===== src/rtl/busrec_pkg.sv =====
package busrec_pkg;

  typedef enum logic [2:0] {
    ST_IDLE,
    ST_CLK_LOW,
    ST_CLK_HIGH,
    ST_STA_SETUP,
    ST_STA_HOLD,
    ST_STO_LOW,
    ST_STO_SETUP,
    ST_BUS_FREE
  } recState_t;

  // Strobes from control to datapath
  typedef struct packed {
    logic       loadTimer;  // start a new phase
    logic [1:0] quarters;   // phase length in quarter bits
    logic       clrPulses;
    logic       incPulses;
    logic       sclDrive;   // next value of sclOe
    logic       sdaDrive;   // next value of sdaOe
  } recStrobe_t;

endpackage


===== src/rtl/busrec_datapath.sv =====
module busrec_datapath
  import busrec_pkg::*;
#(
  parameter int DIV_W       = 8,
  parameter int PULSE_W     = 4,
  parameter int SYNC_STAGES = 2
) (
  input  logic               clk,
  input  logic               rstN,
  input  recStrobe_t         strobe,
  input  logic [DIV_W-1:0]   quarterDiv,
  input  logic               sdaIn,
  output logic               phaseEnd,
  output logic [PULSE_W-1:0] pulseCnt,
  output logic               sdaSync,
  output logic               sclOe,
  output logic               sdaOe
);

  localparam int TIMER_W = DIV_W + 2;

  logic [DIV_W-1:0]       effDiv;
  logic [TIMER_W-1:0]     loadVal;
  logic [TIMER_W-1:0]     timer;
  logic [SYNC_STAGES-1:0] syncQ;

  assign effDiv   = (quarterDiv == '0) ? DIV_W'(1) : quarterDiv;
  assign loadVal  = TIMER_W'(effDiv) * TIMER_W'(strobe.quarters) - TIMER_W'(1);
  assign phaseEnd = (timer == '0);
  assign sdaSync  = syncQ[SYNC_STAGES-1];

  // Phase timer: a loaded phase lasts quarters*effDiv cycles
  always_ff @(posedge clk) begin
    if (!rstN)                 timer <= '0;
    else if (strobe.loadTimer) timer <= loadVal;
    else if (timer != '0)      timer <= timer - TIMER_W'(1);
  end

  always_ff @(posedge clk) begin
    if (!rstN)                 pulseCnt <= '0;
    else if (strobe.clrPulses) pulseCnt <= '0;
    else if (strobe.incPulses) pulseCnt <= pulseCnt + PULSE_W'(1);
  end

  always_ff @(posedge clk) begin
    if (!rstN) begin
      sclOe <= 1'b0;
      sdaOe <= 1'b0;
    end else begin
      sclOe <= strobe.sclDrive;
      sdaOe <= strobe.sdaDrive;
    end
  end

  // SDA synchronizer, idle high
  generate
    if (SYNC_STAGES > 1) begin : g_sync_chain
      always_ff @(posedge clk) begin
        if (!rstN) syncQ <= '1;
        else       syncQ <= {syncQ[SYNC_STAGES-2:0], sdaIn};
      end
    end else begin : g_sync_single
      always_ff @(posedge clk) begin
        if (!rstN) syncQ <= '1;
        else       syncQ <= sdaIn;
      end
    end
  endgenerate

endmodule


===== src/rtl/busrec_ctrl.sv =====
module busrec_ctrl
  import busrec_pkg::*;
#(
  parameter int MAX_PULSES = 9,
  parameter int PULSE_W    = 4
) (
  input  logic               clk,
  input  logic               rstN,
  input  logic               recoverReq,
  input  logic               phaseEnd,
  input  logic [PULSE_W-1:0] pulseCnt,
  input  logic               sdaSync,
  output recStrobe_t         strobe,
  output logic               done,
  output logic               fail
);

  localparam logic [PULSE_W-1:0] LAST_PULSE = PULSE_W'(MAX_PULSES - 1);

  recState_t state, stateNext;
  logic      accept, setDone, setFail;

  always_comb begin
    stateNext = state;
    strobe    = '0;
    accept    = 1'b0;
    setDone   = 1'b0;
    setFail   = 1'b0;
    unique case (state)
      ST_IDLE: if (recoverReq) begin
        accept           = 1'b1;
        stateNext        = ST_CLK_LOW;
        strobe.loadTimer = 1'b1;
        strobe.quarters  = 2'd2;
        strobe.clrPulses = 1'b1;
      end
      ST_CLK_LOW: if (phaseEnd) begin
        stateNext        = ST_CLK_HIGH;
        strobe.loadTimer = 1'b1;
        strobe.quarters  = 2'd2;
      end
      ST_CLK_HIGH: if (phaseEnd) begin
        if (sdaSync) begin
          stateNext        = ST_STA_SETUP;
          strobe.loadTimer = 1'b1;
          strobe.quarters  = 2'd1;
        end else if (pulseCnt == LAST_PULSE) begin
          stateNext = ST_IDLE;
          setFail   = 1'b1;
        end else begin
          stateNext        = ST_CLK_LOW;
          strobe.loadTimer = 1'b1;
          strobe.quarters  = 2'd2;
          strobe.incPulses = 1'b1;
        end
      end
      ST_STA_SETUP: if (phaseEnd) begin
        stateNext        = ST_STA_HOLD;
        strobe.loadTimer = 1'b1;
        strobe.quarters  = 2'd1;
      end
      ST_STA_HOLD: if (phaseEnd) begin
        stateNext        = ST_STO_LOW;
        strobe.loadTimer = 1'b1;
        strobe.quarters  = 2'd2;
      end
      ST_STO_LOW: if (phaseEnd) begin
        stateNext        = ST_STO_SETUP;
        strobe.loadTimer = 1'b1;
        strobe.quarters  = 2'd1;
      end
      ST_STO_SETUP: if (phaseEnd) begin
        stateNext        = ST_BUS_FREE;
        strobe.loadTimer = 1'b1;
        strobe.quarters  = 2'd2;
      end
      ST_BUS_FREE: if (phaseEnd) begin
        stateNext = ST_IDLE;
        setDone   = 1'b1;
      end
      default: stateNext = ST_IDLE;
    endcase
    // Line drives follow the state being entered
    strobe.sclDrive = (stateNext == ST_CLK_LOW) || (stateNext == ST_STO_LOW);
    strobe.sdaDrive = (stateNext == ST_STA_HOLD) || (stateNext == ST_STO_LOW) ||
                      (stateNext == ST_STO_SETUP);
  end

  always_ff @(posedge clk) begin
    if (!rstN) begin
      state <= ST_IDLE;
      done  <= 1'b0;
      fail  <= 1'b0;
    end else begin
      state <= stateNext;
      if (accept) begin
        done <= 1'b0;
        fail <= 1'b0;
      end else begin
        if (setDone) done <= 1'b1;
        if (setFail) fail <= 1'b1;
      end
    end
  end

endmodule


===== src/rtl/busrec_top.sv =====
module busrec_top
  import busrec_pkg::*;
#(
  parameter int DIV_W       = 8,
  parameter int MAX_PULSES  = 9,
  parameter int SYNC_STAGES = 2
) (
  input  logic             clk,
  input  logic             rstN,
  input  logic [DIV_W-1:0] quarterDiv,
  input  logic             recoverReq,
  input  logic             sdaIn,
  output logic             sclOe,
  output logic             sdaOe,
  output logic             done,
  output logic             fail
);

  localparam int PULSE_W = $clog2(MAX_PULSES + 1);

  recStrobe_t         strobe;
  logic               phaseEnd;
  logic               sdaSync;
  logic [PULSE_W-1:0] pulseCnt;

  busrec_ctrl #(
    .MAX_PULSES(MAX_PULSES),
    .PULSE_W   (PULSE_W)
  ) ctrl_i (
    .clk       (clk),
    .rstN      (rstN),
    .recoverReq(recoverReq),
    .phaseEnd  (phaseEnd),
    .pulseCnt  (pulseCnt),
    .sdaSync   (sdaSync),
    .strobe    (strobe),
    .done      (done),
    .fail      (fail)
  );

  busrec_datapath #(
    .DIV_W      (DIV_W),
    .PULSE_W    (PULSE_W),
    .SYNC_STAGES(SYNC_STAGES)
  ) dp_i (
    .clk       (clk),
    .rstN      (rstN),
    .strobe    (strobe),
    .quarterDiv(quarterDiv),
    .sdaIn     (sdaIn),
    .phaseEnd  (phaseEnd),
    .pulseCnt  (pulseCnt),
    .sdaSync   (sdaSync),
    .sclOe     (sclOe),
    .sdaOe     (sdaOe)
  );

endmodule


===== config.mk =====
export PLATFORM = sky130hd
export DESIGN_NAME = busrec_top
export DESIGN_NICKNAME = d
export VERILOG_FILES = /design/src/rtl/busrec_pkg.sv /design/src/rtl/busrec_datapath.sv /design/src/rtl/busrec_ctrl.sv /design/src/rtl/busrec_top.sv
export SDC_FILE = /design/constraint.sdc
export NUM_CORES = 1
export LEC_CHECK = 0
export BUFFER_PORTS_ARGS = -buffer_cell sky130_fd_sc_hd__buf_2
export CORE_ASPECT_RATIO = 0.8
export CORE_MARGIN = 5
export CORE_UTILIZATION = 33
export CTS_CLUSTER_DIAMETER = 200
export DETAILED_ROUTE_END_ITERATION = 6
export PLACE_DENSITY_LB_ADDON = 0.15
export SYNTH_ARGS = -nofsm -noshare
export SYNTH_HDL_FRONTEND = slang
export SYNTH_SLANG_ARGS = --single-unit

===== constraint.sdc =====
create_clock -name clk -period 5.1 [get_ports clk]
set_input_delay 0.765 -clock clk [delete_from_list [all_inputs] [get_ports clk]]
set_output_delay 0.765 -clock clk [all_outputs]
set_load 0.005 [all_outputs]

# == After elaboration in Yosys (flattened, before gate mapping) ==
# Cells that the tools add are included.
# totals
ff_bits,23
in_bits,12
output_inout_bits,4
wordCells,71
# classes
add_sub_neg,3
n_mul,1
n_eq_ne,12
mux,34
bitwise,1
reduce_logical,12
# ops
op,count
3-bit 2-to-1 mux,14
3-bit one-hot mux with 8 select lines,1
3-bit == test (second input constant),7
10-bit 2-to-1 mux,2
10-bit by 1-bit subtractor with 10-bit output (second input constant),2
1-bit 2-to-1 mux,14
3-bit one-hot mux with 4 select lines,1
10-bit logical NOT,1
8-bit by 2-bit multiplier with 10-bit output,1
10-bit nonzero test,1
8-bit logical NOT,1
8-bit 2-to-1 mux,1
3-bit by 1-bit == test with 1-bit output (second input constant),2
3-bit by 2-bit == test with 1-bit output (second input constant),2
2-bit OR reduction,3
4-bit by 1-bit adder with 4-bit output (second input constant),1
4-bit == test (second input constant),1
4-bit 2-to-1 mux,1
3-bit logical NOT,1
1-bit logical OR,3
3-bit OR reduction,1
2-bit nonzero test,1
1-bit inverter,1

# == Longest topological paths before layout ==
# logic_depth
ltp_word,8
depth_mapped,16
ltp_nobuf,16

# == Modules after synthesis ==
# Synthesis repeated with hierarchy kept, for this count alone.
# hier_totals
hier_cells,229
hier_area_um2,1785.5
# by_module_without_submodules
mod,n_inst,cells_each,area_each_um2,seq_area_each_um2
busrec_datapath,1,175,1361.3,360.3
busrec_ctrl,1,54,424.2,100.1

# == Least setup slack after synthesis ==
# No wires, ideal clock.
# synth_path
kind,input port to flip-flop
from,input port recoverReq
to,register dp_i.timer[7]
setup_ps,124
arrival_time_ps,3246
t_required_ps,4976
setup_slack_ps,1730
path_stages,13
n_path_buf,0
cell_sequence,nor4b_2 > o21bai_1 > nand2_1 > ha_1 > inv_1 > ha_1 > inv_1 > fa_1 > nor2b_1 > o2111ai_1 > and4_1 > o21ai_0 > a21boi_0
# synth_between
elab_chain_cells,5
word_cells_on_any_way,6
classes_between,add/sub (1); mul (1); mux (3); reduce/logical (1)
# synth_lines
element,line,text
start: declaration,busrec_top.sv:11,"input logic recoverReq,"
4-bit 2-to-1 mux *,busrec_ctrl.sv:30,ST_IDLE: if (recoverReq) begin
3-bit one-hot mux with 4 select lines *,busrec_ctrl.sv:29,unique case (state)
8-bit by 2-bit multiplier with 10-bit output,busrec_datapath.sv:28,assign loadVal = TIMER_W'(effDiv) * TIMER_W'(strobe.quarters) - TIMER_W'(1);
10-bit by 1-bit subtractor with 10-bit output,busrec_datapath.sv:28,
10-bit 2-to-1 mux,busrec_datapath.sv:35,else if (strobe.loadTimer) timer <= loadVal;
end signal: assignment,busrec_datapath.sv:35,
end signal: assignment,busrec_datapath.sv:36,else if (timer != '0) timer <= timer - TIMER_W'(1);
end: declaration,busrec_datapath.sv:24,logic [TIMER_W-1:0] timer;
# Every way passes the cells marked *; elsewhere a longest branch is shown, timed or not.
# A chain may end at the register's enable or synchronous reset.

# == Final worst setup path ==
# layout_path
from,register dp_i.timer[5]
to,register dp_i.timer[7]
# layout_between
elab_chain_cells,6
word_cells_on_any_way,12
classes_between,add/sub (2); mul (1); mux (6); reduce/logical (3)
# layout_lines
element,line,text
10-bit logical NOT,busrec_datapath.sv:29,assign phaseEnd = (timer == '0);
"3-bit 2-to-1 mux, on equally long branches",-,
3-bit one-hot mux with 4 select lines,busrec_ctrl.sv:29,
8-bit by 2-bit multiplier with 10-bit output,busrec_datapath.sv:28,
10-bit by 1-bit subtractor with 10-bit output,busrec_datapath.sv:28,
10-bit 2-to-1 mux,busrec_datapath.sv:35,
# Several ways; a longest one is shown, not always the timed one. The select of a mux whose other input is x is not followed.

==> results.yml <==
power_and_ir_drop:
  totalPowerFinal_mw: 0.741
  ir_drop_uv: 109
  leakagePower_nw: 0.874
  p_per_area_nw_per_um2: 361
clock_network:
  post_cts_buffers: 0
  cts.path.max_buffers: 2
  cts_hold_buf: 0
  path_clk_slew_ns: 0.08
  worstSkewPairLatency_ns: 0.27
  cts_buffers: 3
  cts_tree: "done"
  root_buffer: "clkbuf_8"
  cts_resized: 0
  htree_levels: 1
  cts_sinks: 23
yosys:
  avgSynthCellArea_sq_um: 8.12
  synth_cell_types: 54
  ys_ff_latch: 23
  yosysWarnings: 0
  synth_async_sr_flop_share_pct: 0
  netlist_area_sq_um: 1880
  syn_nets: 263
  syn_inst: 231
  synth_edf_count: 0
  yosysSeqAreaShare_pct: 24.5
  ys.flop_type: "dfxtp_1"
drt:
  via_count: 1582
  drt-wirelength-per-cell_microns: 12.7
  drtPass1Iterations: 4
  drc: 0
  drt_wl_total_mm: 4.10
  ant_nets: 0
  drt_iter0_drc: 70
  avgViaCountPerCell: 4.91
setup_path:
  slowest_stage: "a21oi_1"
  reg2reg_slack_ns: 1.27
  crit_chain: "nor4_2, nand3_2, a21oi_1, nand2_1, ha_1, inv_1, ha_1, inv_1, fa_1, nor2b_1, o2111ai_1, and4_1, o21ai_0, a21boi_0"
  reg2reg_from: "dp_i.timer[5]$_SDFFE_PN0P_"
  crit_start: "dp_i.timer[5]$_SDFFE_PN0P_"
  cp_data_arrival_time_ns: 3.98
  path_max_fanout: 11
  reg2reg_to: "dp_i.timer[7]$_SDFFE_PN0P_"
  critical-path-top-delay-family: "simple AND/OR/NAND/NOR gates"
  cpPeakStageDelay_ns: 0.55
  crit_buf_inv: 2
  rr_worst_depth: 14
  crit_end: "dp_i.timer[7]$_SDFFE_PN0P_"
  critPathRequiredTime_ns: 5.25
  path_depth: 14
  start_kind: "flip-flop"
  end_kind: "flip-flop"
  path_class: "reg -> reg"
grt:
  first_global_vias: 1440
  grt_remaining_overflow: 0
  grt_max_degree: 19
  grt_usage_pct: 11.8
  grt_pass1_wl_mm: 7.00
  antenna_found_initial: 0
sta:
  tightestPinTransition_ns: 0.618
  fin_crit_ns: 3.83
  slew-limit-headroom_pct: 58.2
  fmax_ghz: 0.261
  holdWs_ns: 0.417
  setup_ws_ns: 1.27
  setup_viol: 0
  hold_violations: 0
  slew_violations: 0
  finalSetupTns_ns: 0
  fin_crit_sh_pct: 75.1
  skew_ns: 0.00554
  rsz0062_at_grt: "no"
floorplanning:
  ios: 16
  start_util_pct: 34.2
  dieHeight_microns: 77.5
  die-area_sq_um: 7300
  die_w_microns: 94.3
  core-area_sq_um: 5500
  rows: 24
placement:
  port_buffers: 15
  dp_hpwl_mm: 3.21
  dpl.cell_count: 318
  place_area_sq_um: 2010
  dp_slack_ns: 1.29
  gp_congestion: 0.865
finish:
  nNetsFinal: 277
  fin_cells: 322
  drive_above_1_share_pct: 13.1
  n_antenna_cell: 0
  design_area_sq_um: 2050
  final_core_util_pct: 37.4
  areaGrowthSynthToFinish_pct: 9.40
run_status:
  status: "finished, final reports clean"
flow_run:
  drv_cap: 0
worst_hold_path:
  hold_path_class: "reg -> reg"
[registers in the layout, indices dropped and copies added (netlist names)]
name / cells
dp_i.syncQ: 2
dp_i.sdaOe: 1
ctrl_i.state: 3
ctrl_i.fail: 1
dp_i.timer: 10
dp_i.pulseCnt: 4
ctrl_i.done: 1
dp_i.sclOe: 1
[cell type report]
class / count / area, sq um
Multi-Input combinational cell: 176 / 1270
Sequential cell: 23 / 460
Tap cell: 78 / 97.6
Clock buffer: 4 / 45.0
Timing Repair Buffer: 16 / 82.6
Fill cell: 592 / 3440
Inverter: 25 / 93.8
[cell families after synthesis]
| kind of cell | Yosys count | share of synthesized area [%] |
|---|---|---|
| mux | 4 | 2.27 |
| simple gates | 90 | 28.2 |
| xor+xnor | 14 | 6.53 |
| flops | 23 | 24.5 |
| fa+ha+maj | 20 | 13.7 |
| compound gates | 48 | 17.1 |
| buf+inv | 32 | 7.60 |
[layout by cell type (no fill, tap or decap), types with 2 or more instances in the layout]
master | Yosys | routed
a211oi_1 | 3 | 3
nand3_1 | 7 | 7
nor3b_1 | 5 | 5
nor3_1 | 7 | 7
mux2i_1 | 2 | 2
a21boi_0 | 2 | 2
and3_1 | 4 | 4
a21oi_1 | 9 | 9
o21a_1 | 4 | 4
mux2_2 | 2 | 2
nand4_1 | 2 | 2
nor2_1 | 18 | 18
nand2_1 | 18 | 18
nand2b_1 | 4 | 4
ha_1 | 19 | 19
and2_1 | 3 | 3
nor2b_1 | 7 | 7
a21o_1 | 2 | 2
nand3b_1 | 2 | 2
inv_1 | 25 | 25
xnor2_1 | 9 | 9
clkbuf_8 | 0 | 3
xor2_1 | 5 | 5
dfxtp_1 | 23 | 23
o21ai_0 | 9 | 9
nor4_2 | 2 | 2
buf_2 | 3 | 15
a31oi_1 | 7 | 7
[metal layers]
| metal | vias to the layer above | share of wire [%] | global-route usage, % |
|---|---|---|---|
| met5 | - | 0 | 0 |
| met4 | 0 | 0.63 | 2.31 |
| met3 | 5 | 3.6 | 2.71 |
| met2 | 22 | 40 | 16.4 |
| met1 | 719 | 56 | 18.2 |
| li1 | 836 | - | - |
[worst min-delay path by stage]
stage | startpoint | end | slack, ns | cells after the start
6_report | dp_i.syncQ[0]$_SDFF_PN1_ | dp_i.syncQ[1]$_SDFF_PN1_ | 0.42 | 1
5_1_grt | dp_i.syncQ[0]$_SDFF_PN1_ | dp_i.syncQ[1]$_SDFF_PN1_ | 0.46 | 1
4_1_cts | dp_i.syncQ[0]$_SDFF_PN1_ | dp_i.syncQ[1]$_SDFF_PN1_ | 0.42 | 1
3_5_place_dp | dp_i.syncQ[0]$_SDFF_PN1_ | dp_i.syncQ[1]$_SDFF_PN1_ | 0.40 | 1
3_3_place_gp | dp_i.syncQ[0]$_SDFF_PN1_ | dp_i.syncQ[1]$_SDFF_PN1_ | 0.40 | 1
2_1_floorplan | dp_i.syncQ[0]$_SDFF_PN1_ | dp_i.syncQ[1]$_SDFF_PN1_ | 0.39 | 1
[synthesized netlist by cell type, types with 2 or more instances]
cell | number | area share (%)
inv_1 | 25 | 5.0
dfxtp_1 | 23 | 25
ha_1 | 19 | 13
nand2_1 | 18 | 3.6
nor2_1 | 18 | 3.6
a21oi_1 | 9 | 2.4
o21ai_0 | 9 | 2.4
xnor2_1 | 9 | 4.2
a31oi_1 | 7 | 2.3
nand3_1 | 7 | 1.9
nor2b_1 | 7 | 2.3
nor3_1 | 7 | 1.9
nor3b_1 | 5 | 2.0
xor2_1 | 5 | 2.3
and3_1 | 4 | 1.3
nand2b_1 | 4 | 1.3
o21a_1 | 4 | 1.6
a211oi_1 | 3 | 1.2
and2_1 | 3 | 1.0
buf_2 | 3 | 0.80
a21boi_0 | 2 | 0.80
a21o_1 | 2 | 0.80
buf_6 | 2 | 1.2
mux2_2 | 2 | 1.2
mux2i_1 | 2 | 1.1
nand3b_1 | 2 | 0.80
nand4_1 | 2 | 0.67
nor4_2 | 2 | 1.3
[power by group]
group | internal (mW) | switching (mW) | leakage, nW | total (mW)
logic | 0.168 | 0.204 | 0.662 | 0.372
registers | 0.211 | 0.0435 | 0.189 | 0.255
clock network | 0.0558 | 0.0589 | 0.0228 | 0.115
Power figures use the tool's default switching activity.
